## src/rtl/mxd_pkg.sv

```systemverilog
package mxd_pkg;
   // Decoded strobe set for one cycle of the I/O port.
   typedef struct packed {
      logic sel;
      logic feed;
      logic wr;
   } port_cmd_t;
endpackage

```

## src/rtl/mxd_ptr.sv

```systemverilog
module mxd_ptr #(
   parameter int ROWS  = 5,
   parameter int COLS  = 5,
   parameter int ROW_W = (ROWS > 1) ? $clog2(ROWS) : 1,
   parameter int COL_W = $clog2(COLS + 1)
) (
   input  logic               clk,
   input  logic               rst_n,
   input  mxd_pkg::port_cmd_t cmd,
   input  logic               sel_hit,
   output logic               active,
   output logic               we,
   output logic [ROW_W-1:0]   row,
   output logic [COL_W-1:0]   col
);
   localparam logic [ROW_W-1:0] LAST_ROW = ROW_W'(ROWS - 1);
   localparam logic [COL_W-1:0] FULL_COL = COL_W'(COLS);

   logic line_full;
   assign line_full = (col == FULL_COL);
   assign we = !cmd.sel && active && !cmd.feed && cmd.wr && !line_full;

   always_ff @(posedge clk) begin
      if (!rst_n) begin
         active <= 1'b0;
         row    <= '0;
         col    <= '0;
      end else if (cmd.sel) begin
         active <= sel_hit;
         if (sel_hit) begin
            row <= '0;
            col <= '0;
         end
      end else if (active && cmd.feed) begin
         col <= '0;
         row <= (row == LAST_ROW) ? '0 : row + 1'b1;
      end else if (we) begin
         col <= col + 1'b1;
      end
   end

   // Pointer never leaves the grid
   p_ptr_range_r4: assert property (@(posedge clk) disable iff (!rst_n)
      (col <= FULL_COL) && (row <= LAST_ROW));

   // Feed lands on column 0 of the following line
   p_feed_next_r5: assert property (@(posedge clk) disable iff (!rst_n)
      (!cmd.sel && active && cmd.feed && row != LAST_ROW) |=>
         (col == '0) && (row == $past(row) + 1'b1));

   // Feed on the last line wraps to the top
   p_feed_wrap_r6: assert property (@(posedge clk) disable iff (!rst_n)
      (!cmd.sel && active && cmd.feed && row == LAST_ROW) |=>
         (col == '0) && (row == '0));

   // Selecting the display homes the pointer
   p_sel_home_r2: assert property (@(posedge clk) disable iff (!rst_n)
      (cmd.sel && sel_hit) |=> active && (row == '0) && (col == '0));

   // A full line holds its column against further bytes
   p_full_hold_r4: assert property (@(posedge clk) disable iff (!rst_n)
      (!cmd.sel && !cmd.feed && line_full) |=> $stable(col) && $stable(row));
endmodule

```

## src/rtl/mxd_store.sv

```systemverilog
module mxd_store #(
   parameter int ROWS    = 5,
   parameter int COLS    = 5,
   parameter int LEVEL_W = 4,
   parameter int ROW_W   = (ROWS > 1) ? $clog2(ROWS) : 1,
   parameter int COL_W   = $clog2(COLS + 1),
   parameter int CELLS   = ROWS * COLS
) (
   input  logic                       clk,
   input  logic                       rst_n,
   input  logic                       we,
   input  logic [ROW_W-1:0]           row,
   input  logic [COL_W-1:0]           col,
   input  logic [LEVEL_W-1:0]         din,
   output logic [CELLS*LEVEL_W-1:0]   levels
);
   for (genvar r = 0; r < ROWS; r++) begin : g_row
      for (genvar c = 0; c < COLS; c++) begin : g_col
         localparam int IDX = r * COLS + c;
         logic hit;
         assign hit = we && (row == ROW_W'(r)) && (col == COL_W'(c));
         always_ff @(posedge clk) begin
            if (!rst_n)
               levels[IDX*LEVEL_W +: LEVEL_W] <= '0;
            else if (hit)
               levels[IDX*LEVEL_W +: LEVEL_W] <= din;
         end
      end
   end

   // Picture changes only on an accepted byte
   p_pic_hold_r5: assert property (@(posedge clk) disable iff (!rst_n)
      !we |=> $stable(levels));
endmodule

```

## src/rtl/mxd_pwm.sv

```systemverilog
module mxd_pwm #(
   parameter int CELLS   = 25,
   parameter int LEVEL_W = 4
) (
   input  logic                      clk,
   input  logic                      rst_n,
   input  logic [CELLS*LEVEL_W-1:0]  levels,
   output logic [CELLS-1:0]          lamp_on
);
   logic [LEVEL_W-1:0] phase;

   always_ff @(posedge clk) begin
      if (!rst_n) phase <= '0;
      else        phase <= phase + 1'b1;
   end

   for (genvar i = 0; i < CELLS; i++) begin : g_cmp
      assign lamp_on[i] = (phase < levels[i*LEVEL_W +: LEVEL_W]);
   end

   // PWM phase steps by one, modulo the level range
   p_phase_step_r7: assert property (@(posedge clk) disable iff (!rst_n)
      $past(rst_n) |-> (phase == LEVEL_W'($past(phase) + 1'b1)));
endmodule

```

## src/rtl/lamp_matrix_ctrl.sv

```systemverilog
module lamp_matrix_ctrl #(
   parameter int ROWS    = 5,
   parameter int COLS    = 5,
   parameter int LEVEL_W = 4,
   parameter int DEV_W   = 8,
   parameter int DEV_ID  = 4,
   parameter int DATA_W  = 8
) (
   input  logic                   clk,
   input  logic                   rst_n,
   input  logic                   sel_stb,
   input  logic [DEV_W-1:0]       sel_dev,
   input  logic                   wr_stb,
   input  logic [DATA_W-1:0]      wr_data,
   input  logic                   feed_stb,
   output logic [ROWS*COLS-1:0]   lamp_on
);
   localparam int CELLS = ROWS * COLS;
   localparam int ROW_W = (ROWS > 1) ? $clog2(ROWS) : 1;
   localparam int COL_W = $clog2(COLS + 1);

   if (ROWS < 1 || COLS < 1 || LEVEL_W < 1 || DATA_W < LEVEL_W)
      $error("lamp_matrix_ctrl: bad geometry or data width");
   if (DEV_ID < 0 || DEV_ID >= (1 << DEV_W))
      $error("lamp_matrix_ctrl: DEV_ID does not fit DEV_W");

   mxd_pkg::port_cmd_t cmd;
   logic               sel_hit;
   logic               active;
   logic               we;
   logic [ROW_W-1:0]   row;
   logic [COL_W-1:0]   col;
   logic [CELLS*LEVEL_W-1:0] levels;

   assign cmd.sel  = sel_stb;
   assign cmd.feed = feed_stb;
   assign cmd.wr   = wr_stb;
   assign sel_hit  = (sel_dev == DEV_W'(DEV_ID));

   mxd_ptr #(.ROWS(ROWS), .COLS(COLS), .ROW_W(ROW_W), .COL_W(COL_W)) u_ptr (
      .clk(clk), .rst_n(rst_n), .cmd(cmd), .sel_hit(sel_hit),
      .active(active), .we(we), .row(row), .col(col)
   );

   mxd_store #(.ROWS(ROWS), .COLS(COLS), .LEVEL_W(LEVEL_W),
               .ROW_W(ROW_W), .COL_W(COL_W), .CELLS(CELLS)) u_store (
      .clk(clk), .rst_n(rst_n), .we(we), .row(row), .col(col),
      .din(wr_data[LEVEL_W-1:0]), .levels(levels)
   );

   mxd_pwm #(.CELLS(CELLS), .LEVEL_W(LEVEL_W)) u_pwm (
      .clk(clk), .rst_n(rst_n), .levels(levels), .lamp_on(lamp_on)
   );

   // Bytes and feeds leave the grid alone while deselected
   p_idle_ignore_r2: assert property (@(posedge clk) disable iff (!rst_n)
      (!sel_stb && !active) |=> $stable(row) && $stable(col) && $stable(levels));
endmodule

```

## config.mk

```make
export PLATFORM = sky130hd
export DESIGN_NAME = lamp_matrix_ctrl
export DESIGN_NICKNAME = d
export VERILOG_FILES = /design/src/rtl/mxd_pkg.sv /design/src/rtl/mxd_ptr.sv /design/src/rtl/mxd_store.sv /design/src/rtl/mxd_pwm.sv /design/src/rtl/lamp_matrix_ctrl.sv
export SDC_FILE = /design/constraint.sdc
export NUM_CORES = 1
export LEC_CHECK = 0
export ABC_AREA = 1
export BUFFER_PORTS_ARGS = -buffer_cell sky130_fd_sc_hd__buf_4
export CORE_MARGIN = 2
export CORE_UTILIZATION = 35
export CTS_BUF_LIST = sky130_fd_sc_hd__clkbuf_4
export DETAILED_ROUTE_END_ITERATION = 10
export GPL_ROUTABILITY_DRIVEN = 0
export MAX_ROUTING_LAYER = met4
export PLACE_DENSITY = 0.52
export SKIP_CTS_REPAIR_TIMING = 1
export SLEW_MARGIN = 5
export SYNTH_ARGS = -nofsm -noshare
export SYNTH_HDL_FRONTEND = slang
export SYNTH_SLANG_ARGS = --single-unit
```

## constraint.sdc

```tcl
create_clock -name clk -period 2.2 [get_ports clk]
set_clock_uncertainty 0.2 [all_clocks]
set_input_delay 0 -clock clk [delete_from_list [all_inputs] [get_ports clk]]
set_output_delay 0 -clock clk [all_outputs]
set_load 0.01 [all_outputs]
```

Word-level counts from Yosys, hierarchy flattened. Index checks and enable logic that the tools add are counted.

Register bits: 111. Output and inout port bits: 25. Word-level logic and storage cells: 119. Input bits: 21.

Order comparisons: 25. Muxes and demuxes: 7. Reduce and logical (&&, ||, !) cells: 44. Add/subtract/negate cells: 3. Eq/ne operators: 11.

Operators by type and width (count): less-than comparator 4 bit (25); logical AND 1 bit (35); two-way mux 3 bit (7); equality test 3 x 2 -> 1 bit (second input constant) (4); equality test 3 bit (second input constant) (3); equality test 8 x 3 -> 1 bit (second input constant) (1); adder 3 x 1 -> 3 bit (second input constant) (2); equality test 3 x 1 -> 1 bit (second input constant) (2); logical NOT 3 bit (2); adder 4 x 1 -> 4 bit (second input constant) (1); AND reduction 2 bit (2); logical NOT 1 bit (3); nonzero test 3 bit (1); != test 2 x 1 -> 1 bit (second input constant) (1); nonzero test 2 bit (1).

Depth between registers and ports, before layout.
Depth in word-level cells: 8. Gate-level depth with buffers: 8. Mapped depth without buffers: 8.

Modules after synthesis. A second synthesis with hierarchy kept.

Cell total of the unflattened synthesis: 1048. Area total of the unflattened synthesis: 6840.3 um2.

Modules (own cells, without submodules): mxd_store (seq. area each 2001.9 um2, area an instance 4073.9 um2, cells an instance 608, times used 1); mxd_pwm (seq. area each 80.1 um2, area an instance 2303.5 um2, cells an instance 370, times used 1); mxd_ptr (seq. area each 140.1 um2, area an instance 432.9 um2, cells an instance 62, times used 1); lamp_matrix_ctrl (seq. area each 0.0 um2, area an instance 30.0 um2, cells an instance 8, times used 1).

Least setup slack after synthesis. Ideal clock, no wire load.

Kind: register to output. Start point: register u_pwm.phase[3]. End point: output port lamp_on[0]. Buffers on the path: 0. Data arrival time: 1.525 ns. Slack: 0.475 ns. Required time: 2.000 ns. Stages on the path, launching flop included: 4. Cells stage by stage: dfxtp_1 -> ha_1 -> a21o_1 -> a31oi_1.

Longest elaborated chain between the ends: 1.

RTL lines: start, declared (line mxd_pwm.sv:10) `logic [LEVEL_W-1:0] phase;`; start signal, assigned (line mxd_pwm.sv:14) `else phase <= phase + 1'b1;`; less-than comparator 4 bit (line mxd_pwm.sv:18) `assign lamp_on[i] = (phase < levels[i*LEVEL_W +: LEVEL_W]);`; end, declared (line lamp_matrix_ctrl.sv:16) `output logic [ROWS*COLS-1:0] lamp_on`.

Every way passes these cells.

Worst setup path after layout.
Start point: input port sel_dev[5]. End point: register u_ptr.active.

Longest elaborated chain between the ends: 1.

RTL lines: start, declared (line lamp_matrix_ctrl.sv:12) `input logic [DEV_W-1:0] sel_dev,`; equality test 8 x 3 -> 1 bit (line lamp_matrix_ctrl.sv:38) `assign sel_hit = (sel_dev == DEV_W'(DEV_ID));`; end signal, assigned (line mxd_ptr.sv:29) `active <= sel_hit;`; end, declared (line mxd_ptr.sv:11) `output logic active,`.

Every way passes these cells. A chain may end at the register's enable or synchronous reset.

==> metrics <==
status complete, no violations; path depth of the worst reg2reg path 9; Routed Antenna Nets 0; P&R area growth vs syn 16.1%; total negative slack 0 ns; Initial Util 35.8%; final hold violations 0; HP Start wr_stb; P_leak 3.02 nW; Setup violations, final 0; reg2reg end u_store.levels[27]; Sinks on Clock Net 111; die area 19600 sq um; Hold Path Class in -> reg; Final min period 2.11 ns; syn avg cell area 7.19 sq um; latest clock arrival within the worst-skew pair 0.48 ns; drt wl/cell 12.8 um; dpl ws 0.329 ns; I/O Pins 46; Slew headroom 71.3%; slowest cell on the critical path dlygate4sd3_1; via count 5527; overall global routing resource usage 16.3%; TritonCTS clock tree built; largest fanout on the critical path 5; Clk Tree Root Cell clkbuf_4; crit end category register; Comb power frac 18.1%; Crit path top cell by count dlygate4sd3_1; htree depth 3; crit path DAT 2.35 ns; largest net degree at the start of global routing 87; DRC violations left 0; worst hold path stage count 8; Synth Cell Area 6470 sq um; RSZ-0062 raised after global routing false; row count 49; first drt pass iteration count 6; CP startpoint kind primary input; Port Buffers 41; Critical Path Start sel_dev[5]; initial DRC count 303; fmax 475 MHz; Die W 140 um; Int Pwr 0.00267 W; reg-to-reg setup timing slack 0.32 ns; vias per inst 4.63; fraction of final layout cells sized beyond drive strength 1 10.4%; Setup WS post-layout 0.0939 ns; Synth Net Count 1008; Setup CP Type in -> reg; number of unique standard cell types used by synthesis 22; CP cell instances dlygate4sd3_1, buf_4, inv_1, nand2_1, dlygate4sd3_1, nor2_1, nand3_1, a21oi_1, dlygate4sd3_1; FF+latch count, synth 111; clk slew on worst S/H paths 0.16 ns; Power Density 500 nW/um^2; worst vdd ir 346 uV; Reg power frac 54.2%; hold path endpoint u_store.levels[28]; CTS Buf Count 9; NumNets Final 1066; Max-cap violations 0; worst-case clock buffer depth 2; final slew viol count 0; GR Overflow Total 0; Synth warnings 0; DIE HEIGHT 140 um; crit-path max cell delay 0.55 ns; first-pass GRT wire length 25000 um; Final Cycle Share 95.7%; drt total wl 15300 um; reg2reg start u_ptr.col[1]; Worst Tran Pin Value 0.431 ns; CP required 2.44 ns; initial antenna violation count 1; Clk pwr share 27.8%; Net Switching 0.00109 W; vias in the first global route 4938; sequential share of the synthesized area 34.3%; Core Region 18100 sq um; cell count after synthesis 901; Detail Placement HPWL 9810 um; Sw Share 29.0%
==> how the worst max path moves through the flow <==
stage                              end  slack, ns  depth (start not counted)
floorplan                   lamp_on[0]       0.48                          3
global placement    u_store.levels[44]       0.33                          9
detailed placement  u_store.levels[26]       0.33                          9
CTS                         lamp_on[5]      -0.06                          5
global route              u_ptr.active      0.004                          9
finish                    u_ptr.active       0.09                          9
==> critical path: cells and delay by family <==
family,cells,cell delay [ns]
compound gates,1,0.17
buf+inv,5,1.82
simple gates,3,0.35
==> cells in the mapped netlist <==
| cell | count | area, sq um |
|---|---|---|
| nand4_1 | 2 | 12.5 |
| ha_1 | 86 | 1080 |
| nor2_2 | 1 | 6.26 |
| xnor2_1 | 1 | 8.76 |
| nand3_4 | 1 | 17.5 |
| inv_2 | 1 | 3.75 |
| a21oi_1 | 87 | 435 |
| dfxtp_1 | 111 | 2220 |
| a31oi_1 | 25 | 156 |
| a21o_1 | 25 | 188 |
| inv_1 | 152 | 571 |
| buf_6 | 8 | 90.1 |
| clkbuf_1 | 27 | 101 |
| nor2_4 | 4 | 45.0 |
| buf_1 | 3 | 11.3 |
| nand3_1 | 89 | 445 |
| nor2_1 | 55 | 206 |
| nand2_1 | 194 | 728 |
| buf_2 | 2 | 10.0 |
| or2_2 | 1 | 6.26 |
| o21ai_0 | 25 | 125 |
| xor2_1 | 1 | 8.76 |
==> cells in the final DEF, fill, tap and decap left out, types with 2 or more instances in the layout <==
cell and instances:
dfxtp_1 109, nor2_1 55, a21oi_1 87, dlygate4sd3_1 17, dfxtp_2 2, o21ai_0 25, nand3_1 89, a21o_1 25
nor2_4 4, inv_1 152, a31oi_2 4, clkbuf_4 9, buf_4 61, buf_12 7, nand4_1 2, clkinv_2 2
a31oi_1 21, ha_1 86, nand2_1 194, clkinv_4 3
==> through the flow <==
step | instance area [sq um] | hold WS [ns] | total power, W | util [%] | cells
2_1_floorplan | 6470 | 0.0226 | 0.00244 | - | 901
5_1_grt | 7510 | 0.0177 | 0.00398 | 41.5 | 1194
4_1_cts | 7300 | -0.394 | 0.00381 | 40.4 | 1176
6_report | 7510 | 0.0215 | 0.00376 | 41.5 | 1194
3_3_place_gp | 7160 | 0.172 | 0.00273 | 39.6 | 1160
3_5_place_dp | 7160 | 0.178 | 0.00274 | 39.6 | 1160
==> layer usage <==
metal  wire, um  vias to the layer above  track usage, %
met1       7630                     2451            20.7
met2       7170                       57            27.2
met3        401                        9            3.32
met4        131                        0            3.35
li1           -                     3010               -
met5          0                        -               -
==> power by group through the flow <==
stage	Clock, W	Combinational, W	Sequential (W)
floorplan	0	0.000352	0.00209
CTS	0.00111	0.000664	0.00203
detailed placement	0	0.000662	0.00208
global placement	0	0.000655	0.00208
finish	0.00104	0.000679	0.00203
global route	0.00117	0.000766	0.00204
==> layout make-up <==
type	count	area, sq um
Antenna cell	1	2.50
Clock buffer	9	67.6
Clock inverter	7	73.8
Fill cell	1942	10600
Inverter	153	574
Multi-Input combinational cell	597	3490
Sequential cell	111	2220
Tap cell	229	287
Timing Repair Buffer	87	795
==> cell families after synthesis <==
kind of cell,synth area share (%)
xor gates and xnor gates,0.271
buffers and inverters,12.2
adders and majority gates,16.6
DFF,34.3
and+or+nand+nor,22.7
AOI/OAI and AO/OA,14.0
==> registers in the layout, summed over array words and instances (netlist names) <==
| signal | flops |
|---|---|
| u_store.levels | 100 |
| u_pwm.phase | 4 |
| u_ptr.col | 3 |
| u_ptr.row | 3 |
| u_ptr.active | 1 |
Power figures use the tool's default switching activity.
